===== config.mk =====
export PLATFORM = sky130hd
export DESIGN_NAME = sap_port
export DESIGN_NICKNAME = d
export VERILOG_FILES = /design/src/rtl/sap_pkg.sv /design/src/rtl/sap_sync.sv /design/src/rtl/sap_cfg.sv /design/src/rtl/sap_slot_track.sv /design/src/rtl/sap_port.sv
export SDC_FILE = /design/constraint.sdc
export NUM_CORES = 1
export LEC_CHECK = 0
export ABC_CLOCK_PERIOD_IN_PS = 6500
export BUFFER_PORTS_ARGS = -buffer_cell sky130_fd_sc_hd__buf_2
export CORE_UTILIZATION = 25
export CTS_CLUSTER_SIZE = 8
export DETAILED_ROUTE_END_ITERATION = 10
export GPL_TIMING_DRIVEN = 0
export SYNTH_ARGS = -nofsm -noshare
export SYNTH_HDL_FRONTEND = slang
export SYNTH_SLANG_ARGS = --single-unit

===== constraint.sdc =====
create_clock -name clk -period 6.5 [get_ports clk]
set_input_delay 1.625 -clock clk [delete_from_list [all_inputs] [get_ports clk]]
set_output_delay 1.625 -clock clk [all_outputs]
set_load 0.1 [all_outputs]

===== src/rtl/sap_pkg.sv =====
// Shared constants and encodings for the serial audio port.
// Assumes frame lengths of at most 256 bit clocks and at most 8 slots.
package sap_pkg;
    localparam int unsigned FRAME_W = 9;               // holds up to 256
    localparam int unsigned OFF_W   = FRAME_W - 1;     // slot length at most 128
    localparam int unsigned SLOT_W  = 4;               // 8 slots plus an idle code
    localparam logic [SLOT_W-1:0] SLOT_IDLE = '1;

    typedef enum logic [1:0] {
        CH_STEREO = 2'd0,
        CH_TDM4   = 2'd1,
        CH_TDM8   = 2'd2
    } chan_mode_e;
endpackage


===== src/rtl/sap_sync.sv =====
// Multi-bit level synchronizer: each bit passes through STAGES flops.
// Assumes inputs are slow relative to clk, so the bits need no coherency.
module sap_sync #(
    parameter int unsigned W      = 3,
    parameter int unsigned STAGES = 2
) (
    input  logic         clk,
    input  logic         rst_n,
    input  logic [W-1:0] d,
    output logic [W-1:0] q
);
    logic [W-1:0] chain [STAGES];

    // Shift the raw levels through the synchronizer chain.
    always_ff @(posedge clk) begin
        if (!rst_n) begin
            for (int i = 0; i < int'(STAGES); i++) chain[i] <= '0;
        end else begin
            chain[0] <= d;
            for (int i = 1; i < int'(STAGES); i++) chain[i] <= chain[i-1];
        end
    end

    assign q = chain[STAGES-1];
endmodule


===== src/rtl/sap_cfg.sv =====
// Decodes the static configuration into slot length and MSB delay, and
// flags any combination that cannot carry a word in its slot.
// Assumes the configuration is changed only while the line is idle.
module sap_cfg import sap_pkg::*; #(
    parameter int unsigned SMP_W = 24,
    parameter int unsigned MIN_W = 16,
    localparam int unsigned WL_W = $clog2(SMP_W + 1)
) (
    input  logic [1:0]      chans,
    input  logic [2:0]      frame_code,
    input  logic [1:0]      dly_code,
    input  logic [WL_W-1:0] wlen,
    input  logic [1:0]      rx_pair,
    input  logic [1:0]      tx_pair,
    output logic [OFF_W-1:0] slot_len,
    output logic [3:0]      dly,
    output logic            err
);
    logic [FRAME_W-1:0] frame_bits;
    logic [FRAME_W-1:0] slot_full;
    logic [2:0]         pairs;
    logic               dly_bad;
    logic [FRAME_W:0]   need;

    // Translate the frame length code to a bit count.
    always_comb begin
        case (frame_code)
            3'd0:    frame_bits = FRAME_W'(32);
            3'd1:    frame_bits = FRAME_W'(48);
            3'd2:    frame_bits = FRAME_W'(64);
            3'd3:    frame_bits = FRAME_W'(128);
            3'd4:    frame_bits = FRAME_W'(256);
            default: frame_bits = '0;
        endcase
    end

    // Translate the delay code to a bit count.
    always_comb begin
        dly_bad = 1'b0;
        case (dly_code)
            2'd0:    dly = 4'd0;
            2'd1:    dly = 4'd1;
            2'd2:    dly = 4'd8;
            default: begin dly = 4'd0; dly_bad = 1'b1; end
        endcase
    end

    // Slot count is a power of two, so the slot length is a shift.
    always_comb begin
        slot_full = frame_bits >> ({1'b0, chans} + 3'd1);
        pairs     = 3'd1 << chans;
        need      = (FRAME_W+1)'(dly) + (FRAME_W+1)'(wlen);
    end

    assign slot_len = slot_full[OFF_W-1:0];

    // Combine every reason the configuration cannot work.
    assign err = (frame_bits == '0) || (chans == 2'd3) || dly_bad
              || (wlen < WL_W'(MIN_W)) || (wlen > WL_W'(SMP_W))
              || (need > {1'b0, slot_full})
              || ({1'b0, rx_pair} >= pairs) || ({1'b0, tx_pair} >= pairs);
endmodule


===== src/rtl/sap_slot_track.sv =====
// Tracks slot index and bit offset within the slot, advancing once per
// step and restarting at a frame start. Idle until the first frame start;
// the slot index saturates at the idle code if frames run long.
module sap_slot_track import sap_pkg::*; (
    input  logic             clk,
    input  logic             rst_n,
    input  logic             step,
    input  logic             start,
    input  logic [OFF_W-1:0] slot_len,
    output logic [SLOT_W-1:0] slot,
    output logic [OFF_W-1:0]  off
);
    // Advance the position on each step, wrapping the offset at slot end.
    always_ff @(posedge clk) begin
        if (!rst_n) begin
            slot <= SLOT_IDLE;
            off  <= '0;
        end else if (step) begin
            if (start) begin
                slot <= '0;
                off  <= '0;
            end else if (off >= slot_len - OFF_W'(1)) begin
                off  <= '0;
                slot <= (slot == SLOT_IDLE) ? SLOT_IDLE : slot + SLOT_W'(1);
            end else begin
                off  <= off + OFF_W'(1);
            end
        end
    end
endmodule


===== src/rtl/sap_port.sv =====
// Slave serial audio port. Samples bit clock, frame clock and data into
// the system clock domain, receives one slot pair and sends one slot pair.
// Assumes the system clock runs at least 8x the bit clock and the
// configuration is static while frames run.
module sap_port import sap_pkg::*; #(
    parameter int unsigned SMP_W       = 24,
    parameter int unsigned MIN_W       = 16,
    parameter int unsigned SYNC_STAGES = 2
) (
    input  logic                         clk,
    input  logic                         rst_n,
    input  logic                         bclk_in,
    input  logic                         lrclk_in,
    input  logic                         sdata_in,
    input  logic [1:0]                   cfg_chans,
    input  logic [2:0]                   cfg_frame_len,
    input  logic [1:0]                   cfg_msb_dly,
    input  logic [$clog2(SMP_W+1)-1:0]   cfg_wlen,
    input  logic                         cfg_bclk_inv,
    input  logic                         cfg_frm_inv,
    input  logic [1:0]                   cfg_rx_pair,
    input  logic [1:0]                   cfg_tx_pair,
    input  logic [SMP_W-1:0]             tx_left,
    input  logic [SMP_W-1:0]             tx_right,
    output logic                         sdata_out,
    output logic [SMP_W-1:0]             rx_left,
    output logic [SMP_W-1:0]             rx_right,
    output logic                         rx_valid,
    output logic                         cfg_err
);
    localparam int unsigned WL_W = $clog2(SMP_W + 1);
    localparam int unsigned SH_W = $clog2(SMP_W);

    logic [2:0]        sync_q;
    logic              bclk_c, lr_c, bclk_prev;
    logic              smp, drv, smp_d, drv_d, sd_q;
    logic              lr_smp_prev, lr_drv_prev, rx_start, tx_start;
    logic [OFF_W-1:0]  slot_len;
    logic [3:0]        dly;
    logic [SLOT_W-1:0] rx_slot, tx_slot;
    logic [OFF_W-1:0]  rx_off, tx_off, rx_rel, tx_rel;
    logic              rx_in_word, rx_last, rx_is_l, rx_is_r;
    logic              tx_in_word, tx_is_l, tx_is_r, tx_bit;
    logic [SMP_W-1:0]  sh, rx_nsh, rx_aligned, hold_l;
    logic [SMP_W-1:0]  txl_q, txr_q, tx_sel, tx_shift;

    sap_sync #(.W(3), .STAGES(SYNC_STAGES)) u_sync (
        .clk(clk), .rst_n(rst_n),
        .d({sdata_in, lrclk_in, bclk_in}), .q(sync_q)
    );

    sap_cfg #(.SMP_W(SMP_W), .MIN_W(MIN_W)) u_cfg (
        .chans(cfg_chans), .frame_code(cfg_frame_len), .dly_code(cfg_msb_dly),
        .wlen(cfg_wlen), .rx_pair(cfg_rx_pair), .tx_pair(cfg_tx_pair),
        .slot_len(slot_len), .dly(dly), .err(cfg_err)
    );

    assign bclk_c = sync_q[0] ^ cfg_bclk_inv;
    assign lr_c   = sync_q[1] ^ cfg_frm_inv;
    assign smp    = bclk_c & ~bclk_prev;
    assign drv    = ~bclk_c & bclk_prev;
    assign rx_start = smp & lr_smp_prev & ~lr_c;
    assign tx_start = drv & lr_drv_prev & ~lr_c;

    // Edge history, sampled data and per-edge frame clock levels.
    always_ff @(posedge clk) begin
        if (!rst_n) begin
            bclk_prev   <= 1'b0;
            smp_d       <= 1'b0;
            drv_d       <= 1'b0;
            sd_q        <= 1'b0;
            lr_smp_prev <= 1'b0;
            lr_drv_prev <= 1'b0;
        end else begin
            bclk_prev <= bclk_c;
            smp_d     <= smp;
            drv_d     <= drv;
            if (smp) begin
                sd_q        <= sync_q[2];
                lr_smp_prev <= lr_c;
            end
            if (drv) lr_drv_prev <= lr_c;
        end
    end

    sap_slot_track u_rx_trk (
        .clk(clk), .rst_n(rst_n), .step(smp), .start(rx_start),
        .slot_len(slot_len), .slot(rx_slot), .off(rx_off)
    );

    sap_slot_track u_tx_trk (
        .clk(clk), .rst_n(rst_n), .step(drv), .start(tx_start),
        .slot_len(slot_len), .slot(tx_slot), .off(tx_off)
    );

    // Receive side: locate the current bit within the receive pair.
    always_comb begin
        rx_rel     = rx_off - OFF_W'(dly);
        rx_in_word = (rx_off >= OFF_W'(dly)) && (rx_rel < OFF_W'(cfg_wlen));
        rx_last    = rx_in_word && (rx_rel == OFF_W'(cfg_wlen) - OFF_W'(1));
        rx_is_l    = rx_slot == {1'b0, cfg_rx_pair, 1'b0};
        rx_is_r    = rx_slot == {1'b0, cfg_rx_pair, 1'b1};
        rx_nsh     = (rx_rel == '0) ? {{(SMP_W-1){1'b0}}, sd_q}
                                    : {sh[SMP_W-2:0], sd_q};
        rx_aligned = rx_nsh << (WL_W'(SMP_W) - cfg_wlen);
    end

    // Shift in data bits of the receive pair and publish at the right word end.
    always_ff @(posedge clk) begin
        if (!rst_n) begin
            sh       <= '0;
            hold_l   <= '0;
            rx_left  <= '0;
            rx_right <= '0;
            rx_valid <= 1'b0;
        end else begin
            rx_valid <= 1'b0;
            if (smp_d && rx_in_word && (rx_is_l || rx_is_r)) begin
                sh <= rx_nsh;
                if (rx_last && rx_is_l) hold_l <= rx_aligned;
                if (rx_last && rx_is_r && !cfg_err) begin
                    rx_left  <= hold_l;
                    rx_right <= rx_aligned;
                    rx_valid <= 1'b1;
                end
            end
        end
    end

    // Transmit side: pick the bit for the current position of the send pair.
    always_comb begin
        tx_rel     = tx_off - OFF_W'(dly);
        tx_in_word = (tx_off >= OFF_W'(dly)) && (tx_rel < OFF_W'(cfg_wlen));
        tx_is_l    = tx_slot == {1'b0, cfg_tx_pair, 1'b0};
        tx_is_r    = tx_slot == {1'b0, cfg_tx_pair, 1'b1};
        tx_sel     = tx_is_l ? txl_q : txr_q;
        tx_shift   = tx_sel << tx_rel[SH_W-1:0];
        tx_bit     = (tx_is_l || tx_is_r) && tx_in_word && tx_shift[SMP_W-1];
    end

    // Capture the words to send at each frame start.
    always_ff @(posedge clk) begin
        if (!rst_n) begin
            txl_q <= '0;
            txr_q <= '0;
        end else if (tx_start) begin
            txl_q <= tx_left;
            txr_q <= tx_right;
        end
    end

    // Drive the output line after each output edge; silent under error.
    always_ff @(posedge clk) begin
        if (!rst_n)       sdata_out <= 1'b0;
        else if (cfg_err) sdata_out <= 1'b0;
        else if (drv_d)   sdata_out <= tx_bit;
    end

    AST_VALID_PULSE: assert property (@(posedge clk) disable iff (!rst_n)
        rx_valid |=> !rx_valid);
    AST_ERR_NO_VALID: assert property (@(posedge clk) disable iff (!rst_n)
        cfg_err |=> !rx_valid);
    AST_ERR_SILENT: assert property (@(posedge clk) disable iff (!rst_n)
        cfg_err |=> !sdata_out);
    AST_SDOUT_HOLD: assert property (@(posedge clk) disable iff (!rst_n)
        (!drv_d && !cfg_err) |=> $stable(sdata_out));
    AST_RX_STABLE: assert property (@(posedge clk) disable iff (!rst_n)
        !rx_valid |-> $stable(rx_right) || $past(rx_valid) == 1'b0);
endmodule


==> key figures <==
STA
  – Final Slew Violations: 0
  – Setup-failing EPs final: 0
  – Slew margin rel.: 36.8%
  – Final setup skew: 0.0158 ns
  – Actual slew at the worst max-slew pin: 0.949 ns
  – Final Hold Fails: 0
  – Setup TNS: 0 ns
  – RSZ-0062 raised after global routing: no
  – Minimum clock period after layout: 6.31 ns
  – Max Clk Rate: 159 MHz
  – Part of the cycle the worst path needs: 97.0%

Power and ir drop
  – Clk network pwr share: 43.2%
  – Sw Pwr: 780 µW
  – Logic pwr share: 13.3%
  – P_int: 1800 µW
  – Switching part of the total: 30.2%
  – P per Cell Area: 217 nW/µm²
  – Sequential Power Share: 43.5%
  – Static leakage: 0.00452 µW
  – Worst VDD drop: 0.131 mV

Clock tree
  – Clock Latency Late Sink: 0.45 ns
  – Clk buf depth: 2
  – CTS HTree Levels: 4
  – Clk pin slew, worst setup/hold paths: 0.08 ns
  – Num CTS Buffers: 17
  – Post-CTS setup buffer count: 0
  – CTS sink count: 181
  – CTS tree: done
  – CTS Root Cell: clkbuf_16

Setup path
  – Reg-to-Reg Start: u_rx_trk.off[0]$_SDFFE_PN0P_
  – Crit path DAT: 4.68 ns
  – Crit path launch type: primary input
  – Worst EP required: 4.88 ns
  – Setup crit start: cfg_frame_len[0]
  – Top fanout value on the critical path: 10
  – Setup Crit Path Kind: primary input to primary output
  – Reg2reg end: hold_l[4]$_SDFFE_PN0P_
  – Flop2flop setup slack: 2.54 ns
  – Setup crit end: cfg_err
  – Cells on worst reg2reg path: 15
  – CP endpoint kind: primary output

Min path
  – Hold Path Origin: u_sync.chain[0][2]$_SDFF_PN0_
  – Worst min path class: flop to flop

Route
  – DRC: 0
  – Vias: 9610
  – WL final: 31900 µm
  – Routed Antenna Nets: 0
  – Vias per cell: 4.99
  – Routed wire per std cell: 16.6 µm
  – Drt pass-1 iters: 5
  – Starting DRT DRC Count: 615

Yosys
  – Top post-synthesis cells by count: nand2_1, dfxtp_1, a21oi_1
  – Cells after Synth: 1259
  – Synth warn: 0
  – Mapped cell area: 10000 µm²
  – Synth Flop Type: dfxtp_1
  – Area contributors post-synth: dfxtp_1, nand2_1, a21oi_1, ha_1, mux2_2
  – Number of distinct library cells after synthesis: 80
  – Syn_area_per_cell: 7.96 µm²
  – Post-synth top area share: 36.1%
  – Mapped Nets: 1374
  – Post-synth top area cell: dfxtp_1
  – Synth Register Bits: 181
  – Leading cell type by number of instances after synthesis: nand2_1
  – Post-synth EDFFs: 0
  – Sequential-to-total area share from yosys stat: 36.1%
  – Synth async-reset ratio: 0%

Layout
  – Area Growth Syn to Fin: 18.7%
  – Total Nets Final: 1510
  – Finished Core Util: 30.4%
  – Fill count: 4189
  – Antenna fix cells: 0
  – Share of post-route cells with drive strength above 1: 16.8%

Global routing
  – Initial antenna violation count: 0
  – GRT overflow: 0
  – Vias in the first global route: 9087
  – Total GRT Usage: 15.4%
  – First-pass GRT wire length: 49800 µm
  – Largest net degree at the start of global routing: 21

Floorplan
  – Full die area: 40900 µm²
  – Initial Utilization: 25.6%
  – Core area: 39100 µm²
  – Site row count: 72
  – Die height: 202 µm
  – Num ports: 122
  – Die X: 202 µm

Run
  – Max-cap violation count: 0

Placement
  – Final HPWL DP: 24500 µm
  – Port Buf Inserts: 117
  – GP Congestion: 0.913

Status
  – Status: completed
==> worst min-delay path by stage <==
stage                                                to  slack, ns  cells past startpoint
after floorplan           u_sync.chain[0][3]$_SDFF_PN0_       0.41                      1
after CTS                 u_sync.chain[0][5]$_SDFF_PN0_       0.44                      1
after global placement    u_sync.chain[0][4]$_SDFF_PN0_       0.42                      1
final                     u_sync.chain[0][5]$_SDFF_PN0_       0.44                      1
after detailed placement  u_sync.chain[0][5]$_SDFF_PN0_       0.42                      1
after global routing      u_sync.chain[0][5]$_SDFF_PN0_       0.45                      1
==> metal layers <==
layer	wire length [µm]	GRT usage, %	vias to the layer above
met1	14200	19.7	4585
met3	1960	3.00	38
met2	15100	25.7	294
met4	646	5.13	0
li1	-	-	4693
met5	0	0	-
==> final cells by class <==
| cell class | count | area (µm²) | area share, % |
|---|---|---|---|
| repair buffers | 117 | 586 | 4.92 |
| plain buffers | 87 | 390 | 3.28 |
| clock buffers | 17 | 425 | 3.57 |
| clock inverters | 15 | 201 | 1.69 |
| inverters | 29 | 109 | 0.915 |
| multi-input cells | 962 | 5920 | 49.7 |
| flip-flops and latches | 181 | 3620 | 30.4 |
| well taps | 518 | 648 | 5.45 |
==> cells in the final DEF (no fill, tap or decap), drive strengths merged, types with 9 or more instances in the layout <==
master and count:
mux2 27, mux2i 26, mux4 9, dfxtp 181
inv 38, o22ai 15, a21oi 155, ha 44
a211oi 13, nor2 75, nand2 261, nand4 10
o21ai 53, nand3 57, xor2 20, xnor2 23
and2 15, nor3 22, buf 150, a31oi 12
nand2b 15, clkbuf 71
==> registers in the layout, indices dropped and copies added (netlist names), 4 cells and up <==
| register | count |
|---|---|
| hold_l | 24 |
| rx_left | 24 |
| rx_right | 24 |
| sh | 23 |
| txl_q | 24 |
| txr_q | 24 |
| u_rx_trk.off | 8 |
| u_rx_trk.slot | 4 |
| u_sync.chain | 6 |
| u_tx_trk.off | 8 |
| u_tx_trk.slot | 4 |
==> power by group through the flow <==
| stage | clock network [µW] | logic [µW] | registers (µW) |
|---|---|---|---|
| finish | 1120 | 343 | 1120 |
| global route | 1170 | 378 | 1120 |
| CTS | 1130 | 340 | 1120 |
| detailed placement | 0 | 337 | 1150 |
| global placement | 0 | 334 | 1150 |
| floorplan | 0 | 232 | 1150 |
==> cell families after synthesis <==
logic type      count (synthesis)  share of synthesized area (%)
compound gates                312                           18.8
xor+xnor                       43                           3.83
fa+ha+maj                      44                           5.49
buf+inv                       116                           4.98
flops                         181                           36.1
mux                            62                           7.65
simple gates                  501                           23.1
==> stage by stage <==
step / std cells / area (µm²) / setup WS, ns / hold slack (ns) / total power [µW]
final: 1926 / 11900 / 0.194 / 0.440 / 2580
after global routing: 1926 / 11900 / 0.0307 / 0.452 / 2680
after CTS: 1926 / 11900 / 0.170 / 0.444 / 2600
after detailed placement: 1894 / 11300 / -0.414 / 0.424 / 1490
after global placement: 1894 / 11300 / -0.320 / 0.415 / 1480
after floorplan: 1259 / 10000 / 0.485 / 0.412 / 1380
==> timing repair <==
item                       CTS  global route
gates resized for setup      2             0
setup endpoints to repair    1             0
hold buffers                 0             0
==> critical path: stages <==
cell	delay, ns
buf_2	0.11
buf_1	0.34
nor2_1	0.13
or4b_2	0.68
ha_1	0.33
nor2b_1	0.13
o21a_1	0.15
o21ai_0	0.17
a21oi_1	0.13
nor4_4	0.51
inv_1	0.07
buf_2	0.30
(Power assumes the default switching activity.)
